`src/rtl/wdt_pkg.sv`:
```
package wdt_pkg;
   localparam int         BUS_W  = 16;
   localparam logic [7:0] WR_KEY = 8'h5A;
   localparam logic [7:0] RD_KEY = 8'h69;
   localparam int         HOLD_B = 7;
   localparam int         MODE_B = 4;
   localparam int         CLR_B  = 3;
   localparam int         SRC_B  = 2;

   typedef struct packed {
      logic       hold;
      logic       mode;   // 1: interval, 0: supervision
      logic       src;
      logic [1:0] tap;
   } wdt_cfg_t;

   localparam wdt_cfg_t CFG_RESET = '0;

   function automatic logic [7:0] cfg_byte(wdt_cfg_t c);
      logic [7:0] b;
      b         = '0;
      b[HOLD_B] = c.hold;
      b[MODE_B] = c.mode;
      b[SRC_B]  = c.src;
      b[1:0]    = c.tap;
      return b;
   endfunction
endpackage

```
`src/rtl/wdt_cfg_reg.sv`:
```
module wdt_cfg_reg
   import wdt_pkg::*;
#(
   parameter logic [7:0] KEY = WR_KEY
) (
   input  logic              clk,
   input  logic              rst_n,
   input  logic              wr_en,
   input  logic [BUS_W-1:0]  wdata,
   output wdt_cfg_t          cfg_q,
   output logic              clr_pulse,
   output logic              key_bad
);
   logic key_ok;
   logic unused_wdata;

   assign key_ok       = (wdata[BUS_W-1 -: 8] == KEY);
   assign key_bad      = wr_en && !key_ok;
   assign clr_pulse    = wr_en && key_ok && wdata[CLR_B];
   assign unused_wdata = ^wdata;

   always_ff @(posedge clk) begin
      if (!rst_n) begin
         cfg_q <= CFG_RESET;
      end else if (wr_en && key_ok) begin
         cfg_q.hold <= wdata[HOLD_B];
         cfg_q.mode <= wdata[MODE_B];
         cfg_q.src  <= wdata[SRC_B];
         cfg_q.tap  <= wdata[1:0];
      end
   end
endmodule

```
`src/rtl/wdt_count.sv`:
```
module wdt_count #(
   parameter int CW    = 16,
   parameter int TAP_0 = 15,
   parameter int TAP_1 = 13,
   parameter int TAP_2 = 9,
   parameter int TAP_3 = 6
) (
   input  logic          clk,
   input  logic          rst_n,
   input  logic          src0_tick,
   input  logic          src1_tick,
   input  logic          src,
   input  logic          hold,
   input  logic          clr,
   input  logic [1:0]    tap,
   output logic [CW-1:0] cnt_q,
   output logic          expire
);
   localparam int NTAP = 4;
   localparam int TAPS [NTAP] = '{TAP_0, TAP_1, TAP_2, TAP_3};

   logic [NTAP-1:0] hit;
   logic            tick;

   for (genvar i = 0; i < NTAP; i++) begin : g_tap
      if (TAPS[i] < 1 || TAPS[i] >= CW) begin : g_bad
         $error("wdt_count: tap %0d out of range for counter width %0d", TAPS[i], CW);
      end
      localparam logic [CW-1:0] MASK = CW'((64'd1 << TAPS[i]) - 64'd1);
      assign hit[i] = ((cnt_q & MASK) == MASK);
   end

   assign tick   = src ? src1_tick : src0_tick;
   assign expire = tick && !hold && !clr && hit[tap];

   always_ff @(posedge clk) begin
      if (!rst_n || clr) begin
         cnt_q <= '0;
      end else if (tick && !hold) begin
         cnt_q <= expire ? '0 : cnt_q + 1'b1;
      end
   end
endmodule

```
`src/rtl/wdt_event.sv`:
```
module wdt_event (
   input  logic clk,
   input  logic rst_n,
   input  logic expire,
   input  logic mode,
   input  logic key_bad,
   input  logic flag_clr,
   input  logic irq_ack,
   output logic rst_req,
   output logic irq_flag
);
   always_ff @(posedge clk) begin
      if (!rst_n) begin
         rst_req  <= 1'b0;
         irq_flag <= 1'b0;
      end else begin
         rst_req <= key_bad || (expire && !mode);
         if (expire && mode)
            irq_flag <= 1'b1;
         else if (flag_clr || irq_ack)
            irq_flag <= 1'b0;
      end
   end
endmodule

```
`src/rtl/wdog_ivt.sv`:
```
module wdog_ivt
   import wdt_pkg::*;
#(
   parameter int         CW    = 16,
   parameter int         TAP_0 = 15,
   parameter int         TAP_1 = 13,
   parameter int         TAP_2 = 9,
   parameter int         TAP_3 = 6,
   parameter logic [7:0] KEY_W = WR_KEY,
   parameter logic [7:0] KEY_R = RD_KEY
) (
   input  logic              clk,
   input  logic              rst_n,
   input  logic              src0_tick,
   input  logic              src1_tick,
   input  logic              bus_addr,
   input  logic              bus_wr,
   input  logic [BUS_W-1:0]  bus_wdata,
   output logic [BUS_W-1:0]  bus_rdata,
   input  logic              irq_ack,
   output logic              irq_flag,
   output logic              rst_req
);
   if (CW < 8) begin : g_bad_cw
      $error("wdog_ivt: counter width %0d too small", CW);
   end

   wdt_cfg_t      cfg_q;
   logic          clr_pulse;
   logic          key_bad;
   logic          expire;
   logic [CW-1:0] cnt_q;
   logic          cfg_wr;
   logic          flag_clr;

   assign cfg_wr   = bus_wr && (bus_addr == 1'b0);
   assign flag_clr = bus_wr && (bus_addr == 1'b1) && bus_wdata[0];

   wdt_cfg_reg #(.KEY(KEY_W)) u_cfg (
      .clk       (clk),
      .rst_n     (rst_n),
      .wr_en     (cfg_wr),
      .wdata     (bus_wdata),
      .cfg_q     (cfg_q),
      .clr_pulse (clr_pulse),
      .key_bad   (key_bad)
   );

   wdt_count #(
      .CW(CW), .TAP_0(TAP_0), .TAP_1(TAP_1), .TAP_2(TAP_2), .TAP_3(TAP_3)
   ) u_cnt (
      .clk       (clk),
      .rst_n     (rst_n),
      .src0_tick (src0_tick),
      .src1_tick (src1_tick),
      .src       (cfg_q.src),
      .hold      (cfg_q.hold),
      .clr       (clr_pulse),
      .tap       (cfg_q.tap),
      .cnt_q     (cnt_q),
      .expire    (expire)
   );

   wdt_event u_evt (
      .clk      (clk),
      .rst_n    (rst_n),
      .expire   (expire),
      .mode     (cfg_q.mode),
      .key_bad  (key_bad),
      .flag_clr (flag_clr),
      .irq_ack  (irq_ack),
      .rst_req  (rst_req),
      .irq_flag (irq_flag)
   );

   always_comb begin
      if (bus_addr == 1'b0)
         bus_rdata = {KEY_R, cfg_byte(cfg_q)};
      else
         bus_rdata = {{(BUS_W-1){1'b0}}, irq_flag};
   end
endmodule

```
`config.mk`:
```
export PLATFORM = sky130hd
export DESIGN_NAME = wdog_ivt
export DESIGN_NICKNAME = d
export VERILOG_FILES = /design/src/rtl/wdt_pkg.sv /design/src/rtl/wdt_cfg_reg.sv /design/src/rtl/wdt_count.sv /design/src/rtl/wdt_event.sv /design/src/rtl/wdog_ivt.sv
export SDC_FILE = /design/constraint.sdc
export NUM_CORES = 1
export LEC_CHECK = 0
export ABC_AREA = 1
export BUFFER_PORTS_ARGS = -buffer_cell sky130_fd_sc_hd__buf_4
export CAP_MARGIN = 20
export CELL_PAD_IN_SITES_DETAIL_PLACEMENT = 0
export CELL_PAD_IN_SITES_GLOBAL_PLACEMENT = 1
export CORE_ASPECT_RATIO = 1.5
export CORE_MARGIN = 4
export CORE_UTILIZATION = 32
export DETAILED_ROUTE_END_ITERATION = 10
export PLACE_DENSITY_LB_ADDON = 0.2
export SLEW_MARGIN = 20
export SYNTH_ARGS = -nofsm -noshare
export SYNTH_HDL_FRONTEND = slang
export SYNTH_SLANG_ARGS = --single-unit
```
`constraint.sdc`:
```
create_clock -name clk -period 1.7 [get_ports clk]
set_clock_uncertainty 0.15 [all_clocks]
set_input_delay 0.085 -clock clk [delete_from_list [all_inputs] [get_ports clk]]
set_output_delay 0.085 -clock clk [all_outputs]
set_load 0.03 [all_outputs]
```
==> flow_summary.toml, run 1 <==
[outcome]
status = "complete, but fails checks"
violations = "negative setup slack"

[worst_setup_path]
r2r-end = "u_cnt.cnt_q[6]"
cp.arrival_ps = 1720
rr_startpoint = "u_cnt.cnt_q[1]"
reg2regPathDepth = 9
crit_path_max_fanout = 5
end_kind = "flop"
startpoint_type = "flop"
crit_start = "u_cnt.cnt_q[1]"
r2r_setup_slack_ps = -0.2
worstPathRequired_ps = 1720
path_class = "flop to flop"

[grt]
grt_pass1_vias = 1262
grt-ovfl-total = 0
grt_first_pass_wirelength_um = 5400
grt_antenna_before_repair = 0
grt_start_max_net_pins = 12
grt_usage_pct = 13.4

[logic_synthesis]
yosys_register_bits = 22
yosysTopAreaCellShare_pct = 33.3
yosysWarnings = 0
postSynth.asyncResetShare_pct = 0
synthDistinctLibCells = 28
yosysSeqAreaShare_pct = 33.3
avgSynthCellArea_um2 = 7.10
synth_edf_count = 0
synth_area_leaders = "dfxtp_1 (33%), nand2_1 (9.4%), nor2_1 (6.8%)"
synth_ff_type = "dfxtp_1"
synthMostInstantiatedCell = "nand2_1"
synth_top_area_cell = "dfxtp_1"
netlist_area_um2 = 1320
synthCells = 186
synthTopCellsByCount = "nand2_1 (33), nor2_1 (24), dfxtp_1 (22), inv_1 (22), nand3_1 (14)"

[hold_path]
hold_class = "input pin to flop"
whs_path_depth = 5
hold_end = "u_evt.rst_req"
holdCritStartpoint = "bus_wr"

[route]
dr.pass1.iters = 4
vias = 1248
routed_via_density = 4.49
drc = 0
ant_nets = 0
initialDrtViolationCount = 24
routed_wl_um = 3100
wl_per_cell_um = 11.2

[cts]
clockBufferDepth = 2
h-tree-depth = 1
cts_tree = "yes"
cts.clk_slew.worst_paths_ps = 80
cts_setup_buffers = 0
clk_latency_ps = 270
cts_root_buf = "clkbuf_8"
clkSinkCount = 22
cts_inserted_buffers = 3

[sta]
setup_ws_ps = -0.186
drv_slew = 0
setup_viol = 3
post-route-period-util_pct = 100
tns_ps = -0.337
max_freq_ghz = 0.588
min_period_ps = 1700
rsz0062_at_grt = "yes"
final-hold-violation-count = 0

[floorplanning]
fp.coreArea_um2 = 3960
rows = 28
start_util_pct = 33.4
die_y_um = 86.7
die_area_um2 = 5240
io_pins = 41
dieWidth_um = 60.5

[pwr]
leakage_nw = 0.784
cellPowerDensity_nw_per_um2 = 562
vdd_drop_max_v = 0.000423

[final_layout]
drive_above_1_share_pct = 33.0
layout.cells.non_filler = 278
diodes = 0
fin_nets = 260
fill_cells = 384
area_delta_synth_final_pct = 38.4

[placement]
dp.cells = 266
gp_congestion = 0.747
port_buffers = 31
post-dp-hpwl_um = 2410

[job]
drv_cap = 0
[sequential cells by signal, summed over array words and instances, names as in the netlist]
| name | flops |
|---|---|
| u_evt.irq_flag | 1 |
| u_cfg.cfg_q | 5 |
| u_evt.rst_req | 1 |
| u_cnt.cnt_q | 15 |
[critical path, cell delays in order, from the launching register on]
cell	delay [ps]
dfxtp_2	360
ha_4	150
nand3_4	80
nor2_4	120
ha_4	150
a21oi_4	60
a21oi_4	170
nand3_4	180
nand2_8	140
nor2_2	40
[area by class of cell]
class | count | area (um^2) | share of cell area [%]
inverter | 24 | 90.1 | 4.93
multi-input combinational | 136 | 816 | 44.6
sequential | 22 | 444 | 24.3
timing repair buffer | 48 | 380 | 20.8
clock buffer | 3 | 41.3 | 2.26
tap | 45 | 56.3 | 3.08
[power breakdown]
group | internal [mW] | leakage (nW) | switching [mW] | total (mW)
Sequential | 0.521 | 0.179 | 0.00487 | 0.526
Combinational | 0.0726 | 0.584 | 0.0906 | 0.163
Clock | 0.159 | 0.0216 | 0.180 | 0.339
[stage by stage]
| step | hold WS [ps] | setup slack, ps | utilization (%) | instance area [um^2] | power (mW) |
|---|---|---|---|---|---|
| CTS | 90.5 | -7.66 | 45.6 | 1810 | 1.04 |
| finish | 110 | -0.186 | 46.2 | 1830 | 1.03 |
| global route | 152 | -89.7 | 46.2 | 1830 | 1.07 |
| global placement | 217 | 10.3 | 41.6 | 1650 | 0.681 |
| detailed placement | 228 | -12.4 | 41.6 | 1650 | 0.683 |
| floorplan | 66.6 | 14.2 | - | 1370 | 0.636 |
[cells by family after synthesis]
group,Yosys count,synth area share (%)
AO/OA/AOI/OAI,20,8.71
XOR/XNOR,6,3.98
adder cells (fa/ha/maj),2,1.89
buffers and inverters,35,12.9
flip-flops,22,33.3
other,1,0.284
AND/OR/NAND/NOR,100,38.9
[worst max path at each step]
stage,cells after the start,endpoint
final,9,u_cnt.cnt_q[6]
after global placement,9,u_cnt.cnt_q[12]
after floorplan,9,u_cnt.cnt_q[6]
after detailed placement,9,u_cnt.cnt_q[12]
after CTS,9,u_cnt.cnt_q[2]
after global routing,9,u_cnt.cnt_q[13]
[layout by cell type (no fill, tap or decap), drive strengths merged]
cell,n
clkbuf,3
dlygate4sd3,8
nand3,16
xor2,6
or2,1
a21o,1
o22ai,1
nor3,2
a21oi,9
buf,40
nand2,39
conb,7
nand4,5
ha,2
nand3b,1
nor2,37
inv,24
o21ai,9
dfxtp,22
[routing by layer]
layer	vias to the layer above	routed length, um	track usage [%]
met2	29	1670	24.4
met3	5	107	2.24
met1	550	1270	14.8
li1	664	-	-
met5	-	0	0
met4	0	59	5.33
[repair_timing]
action | in CTS | in global routing
cloned | 1 | 0
endpoints found under the hold margin | 7 | 0
hold buffers | 8 | 0
pin swaps | 2 | 2
resized for setup | 3 | 5
endpoints found under the setup margin | 10 | 15
Power figures use the tool's default switching activity.
==> inputs of run 2 (changes only) <==
--- a/config.mk
+++ b/config.mk
@@ -12,9 +12,10 @@
 export CELL_PAD_IN_SITES_GLOBAL_PLACEMENT = 1
 export CORE_ASPECT_RATIO = 1.5
 export CORE_MARGIN = 4
-export CORE_UTILIZATION = 32
+export CORE_UTILIZATION = 38
 export DETAILED_ROUTE_END_ITERATION = 10
 export PLACE_DENSITY_LB_ADDON = 0.2
+export REMOVE_ABC_BUFFERS = 1
 export SLEW_MARGIN = 20
 export SYNTH_ARGS = -nofsm -noshare
 export SYNTH_HDL_FRONTEND = slang
==> constraint.sdc (replaced) <==
create_clock -name clk -period 2 [get_ports clk]
set_clock_uncertainty 0.15 [all_clocks]
set_input_delay 0.1 -clock clk [delete_from_list [all_inputs] [get_ports clk]]
set_output_delay 0.1 -clock clk [all_outputs]
set_load 0.03 [all_outputs]
==> run 2 against run 1 <==
Compared with the run above:
- the run now ends clean
- non-clock buffer count shrank 7
- routed wire length shrank 6.3%
- combinational power shrank 21%
- cell area shrank 7.5%
==> flow_summary.toml, run 2 (synthesis gave the netlist of run 1 again) <==
[outcome]
status = "complete, no violations"

[worst_setup_path]
cpMostUsedCell = "ha_1"
startpoint_type = "flop"
end_kind = "flop"
critPathSlowestCell = "dfxtp_1"
path_class = "flop to flop"
cp_cell_sequence = "ha_1 > nand3_2 > nor2_4 > ha_1 > a21oi_1 > a21oi_4 > nand3_4 > nand2_8 > nor2_2"
crit_path_max_fanout = 10
worstPathRequired_ps = 2010
cp.arrival_ps = 1830
cpPeakStageDelay_ps = 360

[final_layout]
stdcell_area_um2 = 1690
area_delta_synth_final_pct = 27.9
reg_top3 = "u_cnt.cnt_q: 15 flops, u_cfg.cfg_q: 5 flops"
fin_nets = 252
fill_cells = 349
layout_common_cells = "nand2_1 (33), buf_4 (33), nor2_1 (24)"
drive_above_1_share_pct = 27.6
diodes = 0
regMostFlops = "u_cnt.cnt_q"
largest_register_ff_count = 15

[grt]
grt_usage_pct = 13.9
grt_first_pass_wirelength_um = 5180
grt_start_max_net_pins = 12
grt_antenna_before_repair = 0
grt_pass1_vias = 1307
grt-ovfl-total = 0

[route]
vias = 1229
dr.pass1.iters = 4
drc = 0
routed_via_density = 4.60
initialDrtViolationCount = 34
wl_per_cell_um = 10.9
routed_wl_um = 2910
ant_nets = 0

[cts]
h-tree-depth = 1
cts_tree = "yes"
clk_latency_ps = 260
clockBufferDepth = 2
clkSinkCount = 22
cts.clk_slew.worst_paths_ps = 80
cts_root_buf = "clkbuf_8"
cts_inserted_buffers = 3
cts_setup_buffers = 0

[sta]
final-hold-violation-count = 0
drv_slew = 0
min_period_ps = 1820
setup_viol = 0
rsz0062_at_grt = "no"
post-route-period-util_pct = 91.2
max_freq_ghz = 0.548
tns_ps = 0

[placement]
placed_area_um2 = 1560
gp_congestion = 0.710
port_buffers = 31
post-dp-hpwl_um = 2360

[pwr]
vdd_drop_max_v = 0.000312
cellPowerDensity_nw_per_um2 = 502
leakage_nw = 0.747

[floorplanning]
rows = 26
io_pins = 41
fp.coreArea_um2 = 3380
dieWidth_um = 56.1
start_util_pct = 39.1
die_area_um2 = 4500
die_y_um = 80.2

[job]
drv_cap = 0

[hold_path]
hold_class = "input pin to flop"
==> run 2: changes by cell type in the layout (fill, tap and decap cells not counted), sizes merged <==
cell and change:
buf -7, nand2 -1
==> run 2: cell type report <==
class	instances	area [um^2]	share of cell area, %
timing repair buffer	41	328	19.4
clock buffer	3	41.3	2.44
inverter	24	90.1	5.33
multi-input combinational	135	738	43.7
sequential	22	440	26.1
tap	42	52.6	3.11
==> run 2: per-stage QoR <==
step                std cells  total power, mW  utilization [%]  hold slack, ps  setup WS (ps)
global placement          256            0.570             46.2             226            150
detailed placement        256            0.573             46.2             231            115
CTS                       267            0.856             49.8            7.57           98.9
global route              267            0.882             50.0            22.1           25.4
finish                    267            0.849             50.0            4.98            176
floorplan                 181            0.520                -            81.6            193
==> run 2: what timing repair did <==
action,CTS,global route
endpoints found under the hold margin,7,0
resized for setup,0,1
hold buffers,8,0
endpoints found under the setup margin,0,11
==> run 2: path summary, 6_finish.rpt <==
check | from | slack, ps | to | cells past startpoint
setup / recovery | u_cnt.cnt_q[1] | 180 | u_cnt.cnt_q[11] | 9
hold / removal | bus_wdata[0] | 5 | u_evt.irq_flag | 4
setup reg to reg | u_cnt.cnt_q[1] | 180 | u_cnt.cnt_q[11] | 9
hold reg to reg | u_cnt.cnt_q[1] | 340 | u_cnt.cnt_q[1] | 2
==> run 2: critical path, delay by kind of cell, from the launching register on <==
kind	cells	cell delay, ps
simple gates	5	580
fa+ha+maj	2	340
flops	1	360
compound gates	2	290
==> run 2: power by group <==
group / leakage (nW) / switching, mW / internal (mW) / total [mW]
logic: 0.548 / 0.0721 / 0.0570 / 0.129
clock network: 0.0216 / 0.140 / 0.134 / 0.275
registers: 0.178 / 0.00280 / 0.442 / 0.445
==> run 2: routing by layer <==
metal  global-route usage (%)  vias up  routed length, um
met5                        0        -                  0
met1                     13.8      543               1100
met3                     2.25        4                140
met4                     4.51        0                 34
met2                     28.5       33               1630
li1                         -      649                  -
